## src/rtl/wdt_pkg.sv

```systemverilog
package wdt_pkg;
  localparam int CNT_W = 8;
  localparam int CKS_W = 3;
  localparam int NUM_TAPS = 1 << CKS_W;
  localparam logic [7:0] CTRL_KEY = 8'h5A;
  localparam logic ADDR_COUNT = 1'b0;
  localparam logic ADDR_CTRL  = 1'b1;

  typedef struct packed {
    logic             flag;
    logic             wdog;
    logic             run;
    logic [CKS_W-1:0] cks;
  } ctrl_t;

  function automatic logic [7:0] ctrl_image(ctrl_t c);
    return {c.flag, c.wdog, c.run, 2'b11, c.cks};
  endfunction

  function automatic logic [CNT_W-1:0] count_step(logic [CNT_W-1:0] v);
    return v + {{(CNT_W-1){1'b0}}, 1'b1};
  endfunction

  function automatic logic count_at_top(logic [CNT_W-1:0] v);
    return &v;
  endfunction
endpackage

```

## src/rtl/wdt_ctrl_reg.sv

```systemverilog
module wdt_ctrl_reg
  import wdt_pkg::*;
(
  input  logic       clk,
  input  logic       rst_n,
  input  logic       standby,
  input  logic       wr_ok,
  input  logic [7:0] wbyte,
  input  logic       rd_ctrl,
  input  logic       flag_set,
  output ctrl_t      ctrl_q,
  output logic       clear_armed
);
  logic clear_req;

  assign clear_req = wr_ok & clear_armed & ~wbyte[7];

  always_ff @(posedge clk) begin
    if (!rst_n) begin
      ctrl_q      <= '0;
      clear_armed <= 1'b0;
    end else if (standby) begin
      ctrl_q.flag <= 1'b0;
      ctrl_q.wdog <= 1'b0;
      ctrl_q.run  <= 1'b0;
      clear_armed <= 1'b0;
    end else begin
      if (flag_set)       ctrl_q.flag <= 1'b1;
      else if (clear_req) ctrl_q.flag <= 1'b0;
      if (wr_ok) begin
        ctrl_q.wdog <= wbyte[6];
        ctrl_q.run  <= wbyte[5];
        ctrl_q.cks  <= wbyte[CKS_W-1:0];
        clear_armed <= 1'b0;
      end else if (rd_ctrl && ctrl_q.flag) begin
        clear_armed <= 1'b1;
      end
    end
  end
endmodule

```

## src/rtl/wdt_counter.sv

```systemverilog
module wdt_counter
  import wdt_pkg::*;
(
  input  logic                clk,
  input  logic                rst_n,
  input  logic                run,
  input  logic [CKS_W-1:0]    cks,
  input  logic [NUM_TAPS-1:0] taps,
  input  logic                load,
  input  logic [CNT_W-1:0]    load_val,
  output logic [CNT_W-1:0]    count,
  output logic                tick,
  output logic                wrap_evt
);
  assign tick     = run & taps[cks];
  assign wrap_evt = tick & ~load & count_at_top(count);

  always_ff @(posedge clk) begin
    if (!rst_n)    count <= '0;
    else if (load) count <= load_val;
    else if (tick) count <= count_step(count);
  end
endmodule

```

## src/rtl/wdt_pulse.sv

```systemverilog
module wdt_pulse #(
  parameter int LEN = 4
) (
  input  logic clk,
  input  logic rst_n,
  input  logic fire,
  output logic active
);
  localparam int PW = $clog2(LEN + 1);
  logic [PW-1:0] remain;

  always_ff @(posedge clk) begin
    if (!rst_n)           remain <= '0;
    else if (fire)        remain <= PW'(LEN);
    else if (remain != 0) remain <= remain - 1'b1;
  end

  assign active = (remain != '0);
endmodule

```

## src/rtl/wdt_top.sv

```systemverilog
module wdt_top
  import wdt_pkg::*;
#(
  parameter int PULSE_LEN = 4
) (
  input  logic                clk,
  input  logic                rst_n,
  input  logic [NUM_TAPS-1:0] clk_en_taps,
  input  logic                standby,
  input  logic                addr,
  input  logic                wr_en,
  input  logic                rd_en,
  input  logic [15:0]         wdata,
  output logic [7:0]          rdata,
  output logic                irq_interval,
  output logic                wdt_ovf_out
);
  ctrl_t            ctrl_q;
  logic             clear_armed;
  logic             ctrl_wr_ok;
  logic             ctrl_wr_bad;
  logic             cnt_wr;
  logic             rd_ctrl;
  logic [CNT_W-1:0] count;
  logic             tick;
  logic             wrap_evt;
  logic             flag_set;
  logic             wdog_fire;
  logic             flag_q, wdog_q, run_q;
  logic [CKS_W-1:0] cks_q;

  assign ctrl_wr_ok  = wr_en & (addr == ADDR_CTRL) & (wdata[15:8] == CTRL_KEY) & ~standby;
  assign ctrl_wr_bad = wr_en & (addr == ADDR_CTRL) & (wdata[15:8] != CTRL_KEY);
  assign cnt_wr      = wr_en & (addr == ADDR_COUNT);
  assign rd_ctrl     = rd_en & (addr == ADDR_CTRL);

  assign flag_q = ctrl_q.flag;
  assign wdog_q = ctrl_q.wdog;
  assign run_q  = ctrl_q.run;
  assign cks_q  = ctrl_q.cks;

  assign flag_set  = wrap_evt & ~wdog_q;
  assign wdog_fire = wrap_evt & wdog_q;

  wdt_ctrl_reg u_ctrl (
    .clk(clk), .rst_n(rst_n), .standby(standby),
    .wr_ok(ctrl_wr_ok), .wbyte(wdata[7:0]), .rd_ctrl(rd_ctrl),
    .flag_set(flag_set), .ctrl_q(ctrl_q), .clear_armed(clear_armed)
  );

  wdt_counter u_cnt (
    .clk(clk), .rst_n(rst_n), .run(run_q), .cks(cks_q),
    .taps(clk_en_taps), .load(cnt_wr), .load_val(wdata[CNT_W-1:0]),
    .count(count), .tick(tick), .wrap_evt(wrap_evt)
  );

  wdt_pulse #(.LEN(PULSE_LEN)) u_pulse (
    .clk(clk), .rst_n(rst_n), .fire(wdog_fire), .active(wdt_ovf_out)
  );

  assign irq_interval = flag_q & ~wdog_q;

  always_comb begin
    if (!rd_en)                 rdata = '0;
    else if (addr == ADDR_CTRL) rdata = ctrl_image(ctrl_q);
    else                        rdata = 8'(count);
  end
endmodule

```

## config.mk

```make
export PLATFORM = sky130hd
export DESIGN_NAME = wdt_top
export DESIGN_NICKNAME = d
export VERILOG_FILES = /design/src/rtl/wdt_pkg.sv /design/src/rtl/wdt_ctrl_reg.sv /design/src/rtl/wdt_counter.sv /design/src/rtl/wdt_pulse.sv /design/src/rtl/wdt_top.sv
export SDC_FILE = /design/constraint.sdc
export NUM_CORES = 1
export LEC_CHECK = 0
export BUFFER_PORTS_ARGS = -buffer_cell sky130_fd_sc_hd__buf_2
export CORE_MARGIN = 2
export CORE_UTILIZATION = 25
export CTS_BUF_LIST = sky130_fd_sc_hd__clkbuf_4 sky130_fd_sc_hd__clkbuf_8
export DETAILED_ROUTE_END_ITERATION = 10
export MAX_ROUTING_LAYER = met4
export PLACE_DENSITY = 0.43
export REMOVE_ABC_BUFFERS = 1
export SYNTH_ARGS = -nofsm -noshare
export SYNTH_HDL_FRONTEND = slang
export SYNTH_SLANG_ARGS = --single-unit
```

## constraint.sdc

```tcl
create_clock -name clk -period 4.4 [get_ports clk]
set_clock_uncertainty 0.1 [all_clocks]
set_input_delay 0.66 -clock clk [delete_from_list [all_inputs] [get_ports clk]]
set_output_delay 0.66 -clock clk [all_outputs]
set_load 0.05 [all_outputs]
```

After elaboration in Yosys (flattened, before gate mapping)
Index checks and enable logic that the tools add are counted.
{"block": "totals", "reg_bits": 18, "inputBits": 30, "elab_cells": 51, "out_inout_bits": 10}
{"block": "classes", "n_addsub": 2, "n_bitwise": 19, "reduce_logical": 10, "magnitude_cmp": 1, "n_mux": 10, "n_eq_ne": 1}
{"cell": "$mux W8", "count": 4}
{"cell": "$and A1 B1 Y1", "count": 13}
{"cell": "$add A8 B1 Y8 const B", "count": 1}
{"cell": "$eq A8 B7 Y1 const B", "count": 1}
{"cell": "$reduce_and A8 Y1", "count": 1}
{"cell": "$mux W3", "count": 2}
{"cell": "$not A1 Y1", "count": 6}
{"cell": "$reduce_bool A2 Y1", "count": 3}
{"cell": "$lt A3 B4 Y1 const B", "count": 1}
{"cell": "$reduce_or A2 Y1", "count": 2}
{"cell": "$bmux W1 S3", "count": 1}
{"cell": "$mux W1", "count": 3}
{"cell": "$reduce_bool A3 Y1", "count": 1}
{"cell": "$reduce_or A3 Y1", "count": 1}
{"cell": "$sub A3 B1 Y3 const B", "count": 1}
{"cell": "$reduce_and A2 Y1", "count": 1}
{"cell": "$logic_and A1 B1 Y1", "count": 1}

Depth between registers and ports, before layout
Gate-level depths: netlist of run 1.
{"block": "logic_depth", "word_depth": 7, "depth_mapped": 7, "mapped_depth_nobuf": 7}

Modules after synthesis
From an unflattened synthesis of run 1, not the netlist that was laid out.
{"block": "hier_totals", "hier_cells": 134, "area_unflattened_um2": 1227.4}
{"module": "wdt_counter", "area_each_um2": 586.8, "instances": 1, "cells_each": 65, "seq_area_each_um2": 160.2}
{"module": "wdt_ctrl_reg", "area_each_um2": 279.0, "instances": 1, "cells_each": 27, "seq_area_each_um2": 140.1}
{"module": "wdt_top", "area_each_um2": 193.9, "instances": 1, "cells_each": 24, "seq_area_each_um2": 0.0}
{"module": "wdt_pulse", "area_each_um2": 167.7, "instances": 1, "cells_each": 18, "seq_area_each_um2": 60.1}

Worst setup path before layout of run 1
Ideal clock, no wire load.
{"block": "synth_timing", "kind": "in2out", "from": "in addr", "to": "out rdata[0]", "cell_stages": 3, "arrival_time_ps": 1864, "path_buffers": 1, "t_required_ps": 3640, "setup_slack_ps": 1776, "cell_sequence": "clkbuf_1 -> mux2i_1 -> nor2b_1"}
{"block": "synth_between", "elab_chain_len": 2}
{"item": "start: declaration", "line": "wdt_top.sv:10", "text": "input logic addr,"}
{"item": "$mux W8", "line": "wdt_top.sv:65", "text": "else if (addr == ADDR_CTRL) rdata = ctrl_image(ctrl_q);"}
{"item": "$mux W8", "line": "wdt_top.sv:64", "text": "if (!rd_en) rdata = '0;"}
{"item": "end: declaration", "line": "wdt_top.sv:14", "text": "output logic [7:0] rdata,"}
Every way passes these cells.

Final worst setup path of run 1
{"block": "layout_timing", "from": "in addr", "to": "out rdata[1]"}
The elaborated chain is that of the path after synthesis.

==> results of run 1 <==
==> flip-flops by register name, indices dropped and copies added (netlist names) <==
signal / flops
u_pulse.remain: 3
u_cnt.count: 8
u_ctrl.clear_armed: 1
u_ctrl.ctrl_q: 6
==> synth_stat cells, drive strengths merged <==
cell type | n | area share, %
nand3 | 5 | 2.1
and3 | 2 | 1.0
nor2 | 7 | 2.2
and4b | 1 | 0.84
a21oi | 3 | 1.3
nand4 | 2 | 1.0
nor3 | 1 | 0.42
nor4bb | 1 | 0.84
ha | 4 | 4.2
nand2b | 5 | 2.6
mux2i | 13 | 11
nor4 | 2 | 1.0
o31ai | 4 | 2.5
nor2b | 12 | 6.3
mux2 | 2 | 1.9
a31oi | 6 | 3.1
o221ai | 1 | 1.3
nand3b | 1 | 0.63
nand2 | 7 | 2.2
xnor2 | 1 | 0.73
o31a | 2 | 1.5
a22o | 1 | 1.5
o21ai | 12 | 5.0
o21a | 3 | 1.9
or4 | 6 | 3.8
a32oi | 1 | 0.73
nor3b | 2 | 1.3
dfxtp | 18 | 30
buf | 3 | 2.0
inv | 7 | 2.2
or3 | 1 | 0.52
and2 | 1 | 0.52
clkbuf | 4 | 1.3
and4 | 1 | 0.73
==> final cells by class <==
| class | count | area, µm² |
|---|---|---|
| inverters | 7 | 26.3 |
| multi-input cells | 110 | 771 |
| flip-flops and latches | 18 | 360 |
| fillers | 494 | 3190 |
| clock buffers | 4 | 55.1 |
| repair buffers | 39 | 195 |
| well taps | 54 | 67.6 |
==> layer usage <==
metal	up-vias	GRT usage, %	part of all wire [%]
li1	593	-	-
met1	548	15.5	46
met2	34	21.7	49
met3	2	1.93	5.3
met4	0	2.47	0.24
met5	-	-	0
==> logic make-up (layout without fill, tap and decap cells) <==
group           after synthesis  count (layout)  synth area share, %
compound gates               33              33                 18.7
simple gates                 57              57                 28.0
xor+xnor                      1               1                0.732
buf+inv                      14              50                 5.44
mux                          15              15                 12.8
fa+ha+maj                     4               4                 4.18
flops                        18              18                 30.1
==> report_power, final <==
| group | switching (mW) | internal [mW] |
|---|---|---|
| logic | 0.0339 | 0.0257 |
| clock network | 0.0594 | 0.0796 |
| registers | 0.00888 | 0.168 |
| total | 0.102 | 0.273 |
==> worst max path at each step <==
stage          startpoint           endpoint  slack, ns  cells after the start
2_1_floorplan        addr           rdata[1]       2.17                      2
6_report             addr           rdata[1]       2.17                      4
4_1_cts              addr  u_pulse.remain[2]       2.16                      5
3_5_place_dp         addr  u_pulse.remain[2]       1.90                      5
3_3_place_gp         addr  u_pulse.remain[2]       1.94                      5
5_1_grt              addr  u_pulse.remain[2]       2.03                      5
==> tightest hold or removal path: cells and delay by family (launching register included) <==
kind	cells	cell delay (ns)
AO/OA/AOI/OAI	2	0.14
flip-flops	1	0.33
==> per-stage QoR <==
step / setup WS (ns) / std cells
after floorplan: 2.17 / 135
after global placement: 1.94 / 228
after detailed placement: 1.90 / 228
after CTS: 2.16 / 232
after global routing: 2.03 / 232
final: 2.17 / 232
==> results.sh, run 1 <==
export IMPL_outcome="finished, final reports clean"
export IMPL_syn_cell_area_um2=1200
export IMPL_antenna_found_initial=0
export IMPL_die_h_um=73.2
export IMPL_leakagePower_nw=0.632
export IMPL_initial_core_util_pct=25.7
export IMPL_nets=213
export IMPL_netlist_instances=142
export IMPL_max_cap_violations=0
export IMPL_wl_per_cell_um=14.5
export IMPL_pwr_density_cell_nw_per_um2=255
export IMPL_routed_wl_um=3360
export IMPL_utilization_pct=31.7
export IMPL_hold_depth=2
export IMPL_slowest_delay_ns=0.28
export IMPL_postCtsResizedCells=0
export IMPL_vias_per_cell=5.07
export IMPL_fmax_mhz=448
export IMPL_clock_path_buffers=2
export IMPL_dr_first_iter_drc_count=32
export IMPL_reg2reg_slack_ns=2.30
export IMPL_postLayoutCellArea_um2=1480
export IMPL_crit_chain="buf_2, mux2i_1, nor2b_1, buf_2"
export IMPL_antenna_left=0
export IMPL_io_pins=40
export IMPL_reg2regPathDepth=4
export IMPL_grt_pass1_wl_um=5060
export IMPL_timing_hold_ws_ns=0.410
export IMPL_slew_viol_final=0
export IMPL_critPathKind="primary input to output port"
export IMPL_core_um2=4660
export IMPL_grt_max_degree=19
export IMPL_dp_hpwl_um=2540
export IMPL_critPathMostFrequentCell="buf_2"
export IMPL_finalHoldViolCount=0
export IMPL_crit_required_ns=3.64
export IMPL_slew_headroom_pct=48.3
export IMPL_drive_gt1_share_pct=26.4
export IMPL_min_delay_start="u_ctrl.ctrl_q[5]"
export IMPL_clkSinkCount=18
export IMPL_hold_path_class="flip-flop to flip-flop"
export IMPL_synthDistinctLibCells=36
export IMPL_ys_warn_count=0
export IMPL_setup_viol=0
export IMPL_worstSetupStartpointType="primary input"
export IMPL_cts_tree="yes"
export IMPL_place_area_um2=1420
export IMPL_ys_ff_latch=18
export IMPL_final_cell_mix="buf_2, dfxtp_1, mux2i_1"
export IMPL_r2r_start="u_ctrl.ctrl_q[1]"
export IMPL_arrival_ns=1.47
export IMPL_cts_buffers=3
export IMPL_rsz0062_at_grt="false"
export IMPL_holdPathEnd="u_ctrl.ctrl_q[5]"
export IMPL_dieArea_um2=5350
export IMPL_critPathMaxFanout=12
export IMPL_synth_seq_area_share_pct=30.1
export IMPL_syn_to_final_growth_pct=23.3
export IMPL_post_cts_buffers=0
export IMPL_worst_path_buf_inv=2
export IMPL_crit_path_end_kind="output port"
export IMPL_setup_tns_ns=0
export IMPL_power_mw=0.376
export IMPL_worst_pin_slew_ns=0.775
export IMPL_cts_max_level=1
export IMPL_root_buffer="clkbuf_8"
export IMPL_r2r_end="u_pulse.remain[2]"
export IMPL_track_usage_pct=12.6
export IMPL_grt_pass1_vias=1069
export IMPL_finalCriticalPeriod_ns=2.23
export IMPL_drt_first_pass_iters=4
export IMPL_overflow=0
export IMPL_min_period_over_period_pct=50.7
export IMPL_path_clk_slew_ns=0.07
export IMPL_n_antenna_cell=0
export IMPL_final_common_cell="buf_2"
export IMPL_postCtsHoldBufs=0
export IMPL_path_delay_family="buffers and inverters"
export IMPL_io_buffers=39
export IMPL_ir_worst_vdd_mv=0.0912
export IMPL_vias=1177
export IMPL_critical_path_slowest_cell="buf_2"
export IMPL_gp_congestion=0.738
export IMPL_syn_mean_instance_area_um2=8.42
export IMPL_drc=0
export IMPL_chipWidth_um=73.2
export IMPL_row_count=25
export IMPL_clk_insertion_delay_late_ns=0.26
Note: power is estimated with default switching activity, not from simulation.
==> run 2, diff against run 1 <==
- PLACE_DENSITY: 0.43 -> 0.45
- clock period: 4.4 -> 2 ns (I/O delays scaled with it)
==> run 2 against run 1 <==
Compared with the run above:
- global-route usage grew 1.5 points
- first-iteration DRC count up 63%
- final cell count grew 3.0%
- critical path type is now flip-flop to output port
==> results.sh, run 2 (synthesis results as in run 1) <==
export IMPL_ir_worst_vdd_mv=0.190
export IMPL_worstSetupStartpointType="flip-flop"
export IMPL_cts_buffers=3
export IMPL_drive_gt1_share_pct=29.2
export IMPL_fin_cells=239
export IMPL_worst_path_buf_inv=3
export IMPL_setup_viol=0
export IMPL_dp_hpwl_um=2620
export IMPL_grt_pass1_wl_um=5690
export IMPL_crit_required_ns=1.60
export IMPL_cp_startpoint="u_pulse.remain[0]"
export IMPL_antenna_found_initial=0
export IMPL_reg2reg_slack_ns=0.17
export IMPL_cts_tree="yes"
export IMPL_reg2regPathDepth=5
export IMPL_postCtsResizedCells=0
export IMPL_worst_pin_slew_ns=0.428
export IMPL_track_usage_pct=14.1
export IMPL_initial_core_util_pct=25.7
export IMPL_core_um2=4660
export IMPL_slew_viol_final=0
export IMPL_chipWidth_um=73.2
export IMPL_die_h_um=73.2
export IMPL_hold_path_class="primary input to flip-flop"
export IMPL_rsz0062_at_grt="false"
export IMPL_clkSinkCount=18
export IMPL_critPathKind="flip-flop to output port"
export IMPL_critical_path_slowest_cell="dfxtp_1"
export IMPL_root_buffer="clkbuf_8"
export IMPL_gp_congestion=0.759
export IMPL_slowest_delay_ns=0.35
export IMPL_cp_depth=5
export IMPL_r2r_start="u_ctrl.ctrl_q[1]"
export IMPL_drc=0
export IMPL_max_cap_violations=0
export IMPL_clock_path_buffers=2
export IMPL_crit_chain="inv_1, ha_1, ha_1, inv_1, buf_2"
export IMPL_leakagePower_nw=0.665
export IMPL_drt_first_pass_iters=4
export IMPL_post_cts_buffers=0
export IMPL_fin_ws_ns=0.148
export IMPL_slew_headroom_pct=71.4
export IMPL_arrival_ns=1.45
export IMPL_dp_cells=235
export IMPL_overflow=0
export IMPL_fmax_mhz=540
export IMPL_crit_path_end_kind="output port"
export IMPL_place_ws_ns=0.167
export IMPL_path_clk_slew_ns=0.07
export IMPL_min_period_over_period_pct=92.6
export IMPL_row_count=25
export IMPL_wl_per_cell_um=14.3
export IMPL_finalCriticalPeriod_ns=1.85
export IMPL_vias_per_cell=5.09
export IMPL_grt_pass1_vias=1224
export IMPL_critPathMaxFanout=6
export IMPL_final_cell_mix="buf_2, dfxtp_1, mux2i_1"
export IMPL_outcome="finished, final reports clean"
export IMPL_r2r_end="u_cnt.count[4]"
export IMPL_dieArea_um2=5350
export IMPL_power_mw=0.838
export IMPL_antenna_left=0
export IMPL_grt_max_degree=19
export IMPL_largest_reg_flops=8
export IMPL_n_antenna_cell=0
export IMPL_finalHoldViolCount=0
export IMPL_nets=220
export IMPL_postCtsHoldBufs=0
export IMPL_path_delay_family="adder cells"
export IMPL_cts_max_level=1
export IMPL_dr_first_iter_drc_count=52
export IMPL_io_pins=40
export IMPL_setup_tns_ns=0
export IMPL_worstSetupEndpoint="wdt_ovf_out"
export IMPL_syn_to_final_growth_pct=27.7
export IMPL_top_register="u_cnt.count"
export IMPL_routed_wl_um=3420
export IMPL_vias=1217
export IMPL_reg_top3="u_cnt.count (8), u_ctrl.ctrl_q (6), u_pulse.remain (3)"
export IMPL_final_common_cell="buf_2"
export IMPL_clk_insertion_delay_late_ns=0.26
export IMPL_pwr_density_cell_nw_per_um2=548
export IMPL_io_buffers=39
## run 2: cell count changes in the layout (fill, tap and decap cells not counted)
cell,delta
buf_4,+7
## run 2: layer usage
layer,GRT usage (%),vias up,wire (µm)
met2,23.5,31,1610
li1,-,608,-
met1,16.9,573,1570
met4,6.79,0,72
met5,-,-,0
met3,1.66,5,179
## run 2: worst register-to-register path, cell delays in order, from the launching register on
cell and delay [ns]:
dfxtp_1 0.46, mux2_2 0.21, o221ai_2 0.15, buf_4 0.20, or4_1 0.48, a31oi_1 0.16
## run 2: stage by stage
step	instance area [µm²]	util (%)	hold WS (ns)
6_report	1530	32.8	0.188
2_1_floorplan	1160	-	0.314
3_3_place_gp	1470	31.6	0.404
4_1_cts	1530	32.8	0.182
3_5_place_dp	1470	31.6	0.405
5_1_grt	1530	32.8	0.214
## run 2: final cells by class
type / instances / area (µm²)
fillers: 499 / 3130
multi-input cells: 110 / 771
flip-flops and latches: 18 / 360
repair buffers: 46 / 248
well taps: 54 / 67.6
clock buffers: 4 / 55.1
inverters: 7 / 26.3
## run 2: worst min path at each step
| stage | start | end | slack (ns) | cells past startpoint |
|---|---|---|---|---|
| finish | wdata[5] | u_ctrl.ctrl_q[3] | 0.19 | 3 |
| detailed placement | u_ctrl.ctrl_q[5] | u_ctrl.ctrl_q[5] | 0.41 | 2 |
| global placement | u_ctrl.ctrl_q[5] | u_ctrl.ctrl_q[5] | 0.40 | 2 |
| CTS | wdata[5] | u_ctrl.ctrl_q[3] | 0.18 | 3 |
| global route | wdata[5] | u_ctrl.ctrl_q[3] | 0.21 | 3 |
| floorplan | rst_n | u_pulse.remain[0] | 0.31 | 2 |
## run 2: power breakdown
group	internal (mW)	switching [mW]	leakage, nW	total [mW]
Sequential	0.370	0.0137	0.147	0.384
Clock	0.175	0.136	0.0288	0.312
Combinational	0.0624	0.0798	0.490	0.142
